## config.mk

```make
export PLATFORM = sky130hd
export DESIGN_NAME = dual_pacer
export DESIGN_NICKNAME = d
export VERILOG_FILES = /design/src/rtl/pacer_pkg.sv /design/src/rtl/pacer_regs.sv /design/src/rtl/pacer_div.sv /design/src/rtl/pacer_burst.sv /design/src/rtl/dual_pacer.sv
export SDC_FILE = /design/constraint.sdc
export NUM_CORES = 1
export LEC_CHECK = 0
export ABC_AREA = 1
export CORE_ASPECT_RATIO = 2
export CORE_MARGIN = 2
export CORE_UTILIZATION = 62
export DETAILED_ROUTE_END_ITERATION = 10
export PLACE_DENSITY = 0.8
export SKIP_CTS_REPAIR_TIMING = 1
export SLEW_MARGIN = 10
export SYNTH_ARGS = -nofsm -noshare
export SYNTH_HDL_FRONTEND = slang
export SYNTH_SLANG_ARGS = --single-unit
```

## constraint.sdc

```tcl
create_clock -name clk -period 3.4 [get_ports clk]
set_clock_uncertainty 0.05 [all_clocks]
set_input_delay 0.68 -clock clk [delete_from_list [all_inputs] [get_ports clk]]
set_output_delay 0.68 -clock clk [all_outputs]
set_load 0.05 [all_outputs]
```

## src/rtl/pacer_pkg.sv

```systemverilog
`timescale 1ns/1ps
package pacer_pkg;
  localparam int WORD_W   = 16;
  localparam int PRE_W    = 4;
  localparam int DIV_W    = 16;
  localparam int SLOT_W   = 3;
  localparam int MODE_LSB = 2;
  localparam int MODE_W   = 3;

  typedef enum logic [SLOT_W-1:0] {
    SLOT_COUNT = 3'd0,
    SLOT_CPRE  = 3'd1,
    SLOT_CDIV  = 3'd2,
    SLOT_SPRE  = 3'd3,
    SLOT_SDIV  = 3'd4,
    SLOT_MODE  = 3'd5
  } slot_e;

  typedef enum logic [MODE_W-1:0] {
    TRG_INT     = 3'd0,
    TRG_EXT     = 3'd1,
    TRG_INT_RT  = 3'd2,
    TRG_EXT_RT  = 3'd3,
    TRG_INT_RT2 = 3'd4
  } trig_e;

  typedef struct packed {
    logic [WORD_W-1:0] count;
    logic [PRE_W-1:0]  cpre;
    logic [DIV_W-1:0]  cdiv;
    logic [PRE_W-1:0]  spre;
    logic [DIV_W-1:0]  sdiv;
  } pacer_cfg_t;
endpackage

```

## src/rtl/pacer_regs.sv

```systemverilog
`timescale 1ns/1ps
// Parameter slots: a staged copy written by software and a running copy
// taken on an accepted start.
module pacer_regs import pacer_pkg::*; (
  input  logic              clk,
  input  logic              rst_n,
  input  logic              wr_en,
  input  logic [SLOT_W-1:0] wr_slot,
  input  logic [WORD_W-1:0] wr_data,
  input  logic              capture,
  output pacer_cfg_t        act_cfg,
  output logic [MODE_W-1:0] mode_field
);
  pacer_cfg_t stage_q;

  always_ff @(posedge clk) begin
    if (!rst_n) begin
      stage_q    <= '0;
      mode_field <= '0;
    end else if (wr_en) begin
      case (wr_slot)
        SLOT_COUNT: stage_q.count <= wr_data;
        SLOT_CPRE:  stage_q.cpre  <= wr_data[PRE_W-1:0];
        SLOT_CDIV:  stage_q.cdiv  <= wr_data[DIV_W-1:0];
        SLOT_SPRE:  stage_q.spre  <= wr_data[PRE_W-1:0];
        SLOT_SDIV:  stage_q.sdiv  <= wr_data[DIV_W-1:0];
        SLOT_MODE:  mode_field    <= wr_data[MODE_LSB +: MODE_W];
        default: ;
      endcase
    end
  end

  always_ff @(posedge clk) begin
    if (!rst_n)       act_cfg <= '0;
    else if (capture) act_cfg <= stage_q;
  end
endmodule

```

## src/rtl/pacer_div.sv

```systemverilog
`timescale 1ns/1ps
// Three cascaded counters: base tick, prescale, divider. fire is high in
// the last cycle of each period, so the period is TICK_CYC*(pre+1)*max(div,1).
module pacer_div #(
  parameter int TICK_CYC = 10,
  parameter int PRE_W    = 4,
  parameter int DIV_W    = 16
) (
  input  logic             clk,
  input  logic             rst_n,
  input  logic             clr,
  input  logic             en,
  input  logic [PRE_W-1:0] pre,
  input  logic [DIV_W-1:0] div,
  output logic             fire
);
  localparam int TICK_W = (TICK_CYC > 1) ? $clog2(TICK_CYC) : 1;
  localparam logic [TICK_W-1:0] TICK_END = TICK_W'(TICK_CYC - 1);

  logic [TICK_W-1:0] tick_q;
  logic [PRE_W-1:0]  pre_q;
  logic [DIV_W-1:0]  div_q;
  logic [DIV_W-1:0]  div_end;
  logic              tick_last, pre_last, div_last;

  always_comb begin
    div_end   = (div == '0) ? '0 : div - DIV_W'(1);
    tick_last = (tick_q == TICK_END);
    pre_last  = (pre_q == pre);
    div_last  = (div_q == div_end);
    fire      = en & tick_last & pre_last & div_last;
  end

  always_ff @(posedge clk) begin
    if (!rst_n || clr) begin
      tick_q <= '0;
      pre_q  <= '0;
      div_q  <= '0;
    end else if (en) begin
      if (tick_last) begin
        tick_q <= '0;
        if (pre_last) begin
          pre_q <= '0;
          if (div_last) div_q <= '0;
          else          div_q <= div_q + DIV_W'(1);
        end else begin
          pre_q <= pre_q + PRE_W'(1);
        end
      end else begin
        tick_q <= tick_q + TICK_W'(1);
      end
    end
  end
endmodule

```

## src/rtl/pacer_burst.sv

```systemverilog
`timescale 1ns/1ps
// Counts the convert strobes still owed in the current scan.
module pacer_burst #(
  parameter int CNT_W = 16
) (
  input  logic             clk,
  input  logic             rst_n,
  input  logic             run,
  input  logic             load,
  input  logic             step,
  input  logic [CNT_W-1:0] count,
  output logic             active
);
  logic [CNT_W-1:0] left_q;

  always_ff @(posedge clk) begin
    if (!rst_n || !run)       left_q <= '0;
    else if (load)            left_q <= count;
    else if (step && active)  left_q <= left_q - CNT_W'(1);
  end

  assign active = (left_q != '0);
endmodule

```

## src/rtl/dual_pacer.sv

```systemverilog
`timescale 1ns/1ps
module dual_pacer import pacer_pkg::*; #(
  parameter int CONV_TICK_CYC = 10,
  parameter int SCAN_TICK_CYC = 20
) (
  input  logic              clk,
  input  logic              rst_n,
  input  logic              prm_wr,
  input  logic [SLOT_W-1:0] prm_slot,
  input  logic [WORD_W-1:0] prm_data,
  input  logic              start,
  input  logic              stop,
  output logic              cnv_stb,
  output logic              scn_stb
);
  pacer_cfg_t        act_cfg;
  logic [MODE_W-1:0] mode_field;
  logic              run_q, go;
  logic              scan_fire, conv_fire, burst_on;

  assign go = start & ~stop & ~run_q & (mode_field == TRG_INT_RT);

  always_ff @(posedge clk) begin
    if (!rst_n) run_q <= 1'b0;
    else        run_q <= (run_q | go) & ~stop;
  end

  pacer_regs u_regs (
    .clk       (clk),
    .rst_n     (rst_n),
    .wr_en     (prm_wr),
    .wr_slot   (prm_slot),
    .wr_data   (prm_data),
    .capture   (go),
    .act_cfg   (act_cfg),
    .mode_field(mode_field)
  );

  pacer_div #(.TICK_CYC(SCAN_TICK_CYC), .PRE_W(PRE_W), .DIV_W(DIV_W)) u_scan (
    .clk  (clk),
    .rst_n(rst_n),
    .clr  (~run_q),
    .en   (run_q),
    .pre  (act_cfg.spre),
    .div  (act_cfg.sdiv),
    .fire (scan_fire)
  );

  pacer_div #(.TICK_CYC(CONV_TICK_CYC), .PRE_W(PRE_W), .DIV_W(DIV_W)) u_conv (
    .clk  (clk),
    .rst_n(rst_n),
    .clr  (~run_q | scan_fire),
    .en   (run_q & burst_on),
    .pre  (act_cfg.cpre),
    .div  (act_cfg.cdiv),
    .fire (conv_fire)
  );

  pacer_burst #(.CNT_W(WORD_W)) u_burst (
    .clk   (clk),
    .rst_n (rst_n),
    .run   (run_q),
    .load  (scan_fire),
    .step  (conv_fire),
    .count (act_cfg.count),
    .active(burst_on)
  );

  always_ff @(posedge clk) begin
    if (!rst_n) begin
      scn_stb <= 1'b0;
      cnv_stb <= 1'b0;
    end else begin
      scn_stb <= scan_fire & ~stop;
      cnv_stb <= conv_fire & ~stop;
    end
  end
endmodule

```

After elaboration in Yosys (flattened, before gate mapping)
Index checks and enable logic that the tools add are counted.
{"block": "op_classes", "n_addsub": 9, "n_eq_ne": 12, "bitwise": 17, "n_reduce_logical": 21, "mux": 10}
{"op": "$mux 16", "count": 6}
{"op": "$sub 16x1->16 const B", "count": 3}
{"op": "$add 16x1->16 const B", "count": 2}
{"op": "$eq 16x16->1", "count": 2}
{"op": "$logic_not 16->1", "count": 2}
{"op": "$reduce_and 2->1", "count": 8}
{"op": "$reduce_bool 16->1", "count": 1}
{"op": "$and 1x1->1", "count": 13}
{"op": "$add 4x1->4 const B", "count": 3}
{"op": "$mux 4", "count": 3}
{"op": "$eq 3x2->1 const B", "count": 3}
{"op": "$eq 4x4->1", "count": 2}
{"op": "$eq 3x3->1 const B", "count": 2}
{"op": "$reduce_and 3->1", "count": 2}
{"op": "$add 5x1->5 const B", "count": 1}
{"op": "$eq 5x5->1 const B", "count": 1}
{"op": "$mux 5", "count": 1}
{"op": "$eq 4x4->1 const B", "count": 1}
{"op": "$eq 3x1->1 const B", "count": 1}
{"op": "$logic_not 3->1", "count": 1}
{"op": "$logic_or 1x1->1", "count": 3}
{"op": "$logic_not 1->1", "count": 2}
{"op": "$not 1->1", "count": 2}
{"op": "$or 1x1->1", "count": 2}
{"op": "other kinds (2)", "count": 2}
{"block": "word_totals", "elab_cells": 90, "ff_bits": 183, "output_inout_bits": 2, "in_bits": 24}

Logic depth before layout (Yosys ltp)
Gate-level depths: netlist (run 1).
{"block": "logic_depth", "depth_word": 8, "ltp_mapped": 19, "ltp_nobuf": 18}

Modules after synthesis
From an unflattened synthesis (run 1), not the netlist that was laid out.
{"block": "hier_totals", "hier_cells": 1610, "area_unflattened_um2": 10077.2}
{"module": "pacer_regs", "cells_each": 595, "seq_area_each_um2": 2302.2, "area_each_um2": 4315.4, "n_inst": 1}
{"module": "pacer_div (u_scan)", "cells_each": 403, "seq_area_each_um2": 500.5, "area_each_um2": 2317.2, "n_inst": 1}
{"module": "pacer_div (u_conv)", "cells_each": 371, "seq_area_each_um2": 480.5, "area_each_um2": 2108.3, "n_inst": 1}
{"module": "pacer_burst", "cells_each": 221, "seq_area_each_um2": 320.3, "area_each_um2": 1196.1, "n_inst": 1}
{"module": "dual_pacer", "cells_each": 20, "seq_area_each_um2": 60.1, "area_each_um2": 140.1, "n_inst": 1}

Worst setup path after synthesis (run 1)
OpenSTA, ideal clock, no wires.
{"block": "synth_path", "path_type": "register -> register", "start": "register, netlist name u_regs.act_cfg[0]", "end": "register u_conv.div_q[5]", "period_less_slack_ns": 2.426, "slack_ns": 0.974, "setup_time_ns": 0.117, "n_path_buf": 2, "arrival_time_ns": 2.258, "t_required_ns": 3.233, "path_stages_with_launch": 18, "cell_sequence": "dfxtp_1 -> inv_1 -> ha_1 -> nand3_2 -> nor2_1 -> nand2_4 -> buf_6 -> nand4_1 -> nand2_1 -> nor2_1 -> nand2_2 -> nor2_8 -> nand3_4 -> nand3_4 -> inv_2 -> nand2_2 -> buf_6 -> nor2_1"}
{"block": "synth_via", "elab_chain_cells": 6, "word_cells_on_any_way": 7, "cone_classes": "add/sub: 1; eq/ne: 1; mux: 1; bitwise: 2; reduce/logical: 2"}
{"element": "$sub 16x1->16 / $logic_not 16->1 (equally long branches)", "line_no": "pacer_div.sv:27", "source": "div_end = (div == '0) ? '0 : div - DIV_W'(1);"}
{"element": "$mux 16 (*)", "line_no": "pacer_div.sv:27"}
{"element": "$eq 16x16->1 (*)", "line_no": "pacer_div.sv:30", "source": "div_last = (div_q == div_end);"}
{"element": "$and 1x1->1 (*)", "line_no": "pacer_div.sv:31", "source": "fire = en & tick_last & pre_last & div_last;"}
{"element": "$or 1x1->1 (*)", "line_no": "dual_pacer.sv:52", "source": ".clr (~run_q | scan_fire),"}
{"element": "$logic_or 1x1->1 (*)", "line_no": "pacer_div.sv:35", "source": "if (!rst_n || clr) begin"}
{"element": "end signal, assigned", "line_no": "pacer_div.sv:45", "source": "else div_q <= div_q + DIV_W'(1);"}
{"element": "end, declared", "line_no": "pacer_div.sv:22", "source": "logic [DIV_W-1:0] div_q;"}
Every way passes the cells marked *; elsewhere a longest branch is shown, timed or not.
A chain may end at the register's enable or synchronous reset.

Worst setup path after layout (run 1)
{"block": "layout_path", "start": "register, netlist name u_regs.act_cfg[0]", "end": "register u_conv.div_q[3]"}
{"block": "layout_via", "elab_chain_cells": 6, "word_cells_on_any_way": 7, "cone_classes": "add/sub: 1; eq/ne: 1; mux: 1; bitwise: 2; reduce/logical: 2"}
{"element": "$sub 16x1->16 / $logic_not 16->1 (equally long branches)", "line_no": "pacer_div.sv:27"}
{"element": "$mux 16 (*)", "line_no": "pacer_div.sv:27"}
{"element": "$eq 16x16->1 (*)", "line_no": "pacer_div.sv:30"}
{"element": "$and 1x1->1 (*)", "line_no": "pacer_div.sv:31"}
{"element": "$or 1x1->1 (*)", "line_no": "dual_pacer.sv:52"}
{"element": "$logic_or 1x1->1 (*)", "line_no": "pacer_div.sv:35"}
Marks and branches as above.

==> run metrics, run 1 <==
status=finished, final reports clean; final hold vios=0; ys async rst share=0%; reg2reg end=u_conv.div_q[3]; P per Cell Area=469.9 nW/um2; Post-synth top flop=dfxtp_1; CTS buffer count=17; R2R setup slack=0.36 ns; WL met2=14040 um; critical path required time=3.67 ns; critical path class=flip-flop to flip-flop; port buffer count=25; most common cell after layout, fill and taps aside=nor2_1; floorplan die height=177.4 um; RSZ-0062 raised after global routing=false; io pins=26; Remaining DRCs=0; worst hold path class=flip-flop to flip-flop; drt pass-1 iters=7; CTS max path bufs=2; first-pass GRT wire length=42120 um; DP Wirelength=19540 um; via count=9024; Post-Route WL=26090 um; count of unique library cells instantiated by Yosys=40; Skew-Pair Late Insertion Delay=0.44 ns; Startpoint Class=flip-flop; Met3 Routed Length=909 um; fin. max-slew vios=0; area grow syn2layout=10.39%; Avg Cell Area, Syn=6.762 um2; crit path capture=u_conv.div_q[3]; #FFs+latches synth=183; ant diodes=0; CTS tree=built; number of global-route vias before repair=8926; NumNets Final=1422; Die ar.=16080 um2; routability cong.=0.9522; Core ar.=14740 um2; layout cells sized above 1=6.842%; min cycle time layout=3.037 ns; clock sinks=183; CP Cell Sequence=inv_1 > ha_1 > nand3_2 > nor2_1 > nand2_4 > nand4_1 > nand2_1 > nor2_1 > nand2_1 > nor2_8 > nand3_4 > nand3_4 > inv_2 > nand2_2 > a21oi_1; Worst-Margin Slew=0.7455 ns; Critical Path AT=3.30 ns; CTS root buffer=clkbuf_16; number of synthesized flops with an enable pin=0; fmax=329.2 MHz; initial antenna violation count=0; worst hold slack=0.4023 ns; Mapped Nets=1410; maximum fanout along the worst path=32; Max Cap Viol=0; uppermost layer routed=met4; reg2reg path depth=15; WL/cell=16.33 um; gr usage total=33.50%; Lkg Pwr=4.327 nW; Slowest-stage cell, CP=dfxtp_1; slowest stage delay, CP=0.30 ns; Max-Slew Margin vs Limit=49.92%; sequential area share after synthesis=39.32%; RR Startpoint=u_regs.act_cfg[0]; Final setup viols=0; CP Capture Type=flip-flop; TNS Setup=0 ns; Core Rows=63; CTS HTree Levels=4; fillcell total=1326; CTS clk-pin slew, worst paths=0.07 ns; largest net degree at the start of global routing=118; Final ANT Viol Nets=0; initial DRC count=497; final period utilization=89.33%; Synthesis Warnings=0; Die Span X=90.69 um; grt ovf=0; DRT met1 WL=8827 um; mapped cell area=9318 um2; Via density=5.647; Initial Util=63.21%; post-synthesis cell count=1378; VDD IR-drop max=0.3767 mV; most frequent cells in the layout=nor2_1 (300), nand2_1 (250), dfxtp_1 (183); CP startpoint=u_regs.act_cfg[0]
[power breakdown]
part | leakage, nW | total (mW) | internal, mW | switching, mW
Sequential | 1.48 | 2.20 | 2.18 | 0.0201
Clock | 0.287 | 1.99 | 1.05 | 0.943
Combinational | 2.56 | 0.647 | 0.220 | 0.427
Total | 4.33 | 4.83 | 3.44 | 1.39
[cell type report]
type,instances,area (um2),share of cell area (%)
Clock inverter,14,160.2,1.557
Inverter,131,491.7,4.780
Timing Repair Buffer,39,362.8,3.528
Sequential cell,183,3664,35.62
Multi-Input combinational cell,1018,4935,47.97
Clock buffer,18,429.2,4.172
Tap cell,195,244.0,2.372
[cells in the mapped netlist (2+ instances only)]
| library cell | number | share of area [%] |
|---|---|---|
| a21oi_1 | 59 | 3.2 |
| a21oi_2 | 5 | 0.47 |
| buf_2 | 6 | 0.32 |
| buf_6 | 7 | 0.85 |
| clkbuf_1 | 33 | 1.3 |
| dfxtp_1 | 183 | 39 |
| ha_1 | 8 | 1.1 |
| inv_1 | 124 | 5.0 |
| inv_2 | 6 | 0.24 |
| nand2_1 | 250 | 10 |
| nand2_2 | 5 | 0.34 |
| nand3_1 | 99 | 5.3 |
| nand3_2 | 2 | 0.21 |
| nand3_4 | 2 | 0.38 |
| nand3b_1 | 5 | 0.40 |
| nand4_1 | 38 | 2.6 |
| nand4_2 | 2 | 0.27 |
| nor2_1 | 300 | 12 |
| nor2_2 | 4 | 0.27 |
| nor2_4 | 5 | 0.60 |
| nor2_8 | 2 | 0.43 |
| nor3_1 | 25 | 1.3 |
| nor3b_1 | 4 | 0.32 |
| nor4_1 | 6 | 0.40 |
| o21ai_0 | 129 | 6.9 |
| o21ai_1 | 2 | 0.11 |
| o21ai_2 | 6 | 0.56 |
| or2_2 | 5 | 0.34 |
| xnor2_1 | 7 | 0.66 |
| xor2_1 | 39 | 3.7 |
[state kept, by name (all words and copies together), names as in the netlist]
register           cells
u_regs.stage_q        56
u_scan.div_q          16
u_conv.tick_q          4
scn_stb                1
u_burst.left_q        16
u_conv.pre_q           4
u_regs.act_cfg        56
u_scan.tick_q          5
u_conv.div_q          16
u_scan.pre_q           4
run_q                  1
u_regs.mode_field      3
cnv_stb                1
[cell families after synthesis]
| group | synth area share, % |
|---|---|
| xor gates and xnor gates | 4.324 |
| buffers and inverters | 7.775 |
| DFF | 39.32 |
| AOI/OAI and AO/OA | 11.62 |
| and+or+nand+nor | 35.89 |
| adders and majority gates | 1.074 |
[worst min-delay path by stage]
stage	start	to	cells past startpoint
global placement	u_scan.tick_q[0]	u_scan.tick_q[0]	1
finish	u_scan.tick_q[0]	u_scan.tick_q[0]	1
floorplan	u_scan.tick_q[0]	u_scan.tick_q[0]	1
detailed placement	u_scan.tick_q[0]	u_scan.tick_q[0]	1
global route	u_scan.tick_q[0]	u_scan.tick_q[0]	1
CTS	u_scan.tick_q[0]	u_scan.tick_q[0]	1
[critical path: cells and delay by family (launching register included)]
kind	cells	cell delay (ns)
simple gates	11	2.01
flops	1	0.30
fa+ha+maj	1	0.25
buf+inv	2	0.22
compound gates	1	0.07
[stage by stage]
step           total power, mW  worst slack [ns]  std cells  instance area, um2  utilization [%]
3_3_place_gp             2.873            0.5009       1566                9697            65.78
2_1_floorplan            2.731            0.9744       1378                9318                -
4_1_cts                  4.830            0.4036       1598               10290            69.78
6_report                 4.834            0.3627       1598               10290            69.78
3_5_place_dp             2.881            0.4031       1566                9697            65.78
5_1_grt                  4.991           0.02590       1598               10290            69.78
[per-layer routing]
| layer | vias up | global-route usage, % |
|---|---|---|
| li1 | 4482 | - |
| met1 | 4108 | 31.37 |
| met2 | 300 | 63.53 |
| met3 | 134 | 3.397 |
| met4 | 0 | 28.78 |
| met5 | - | 0 |
Note: power is estimated with default switching activity, not from simulation.
==> inputs of run 2 (changes only) <==
--- a/config.mk
+++ b/config.mk
@@ -6,6 +6,7 @@
 export NUM_CORES = 1
 export LEC_CHECK = 0
 export ABC_AREA = 1
+export CAP_MARGIN = 0
 export CORE_ASPECT_RATIO = 2
 export CORE_MARGIN = 2
 export CORE_UTILIZATION = 62
==> results of run 2 <==
No change in the layout: final DEF, timing and power equal those of run 1.
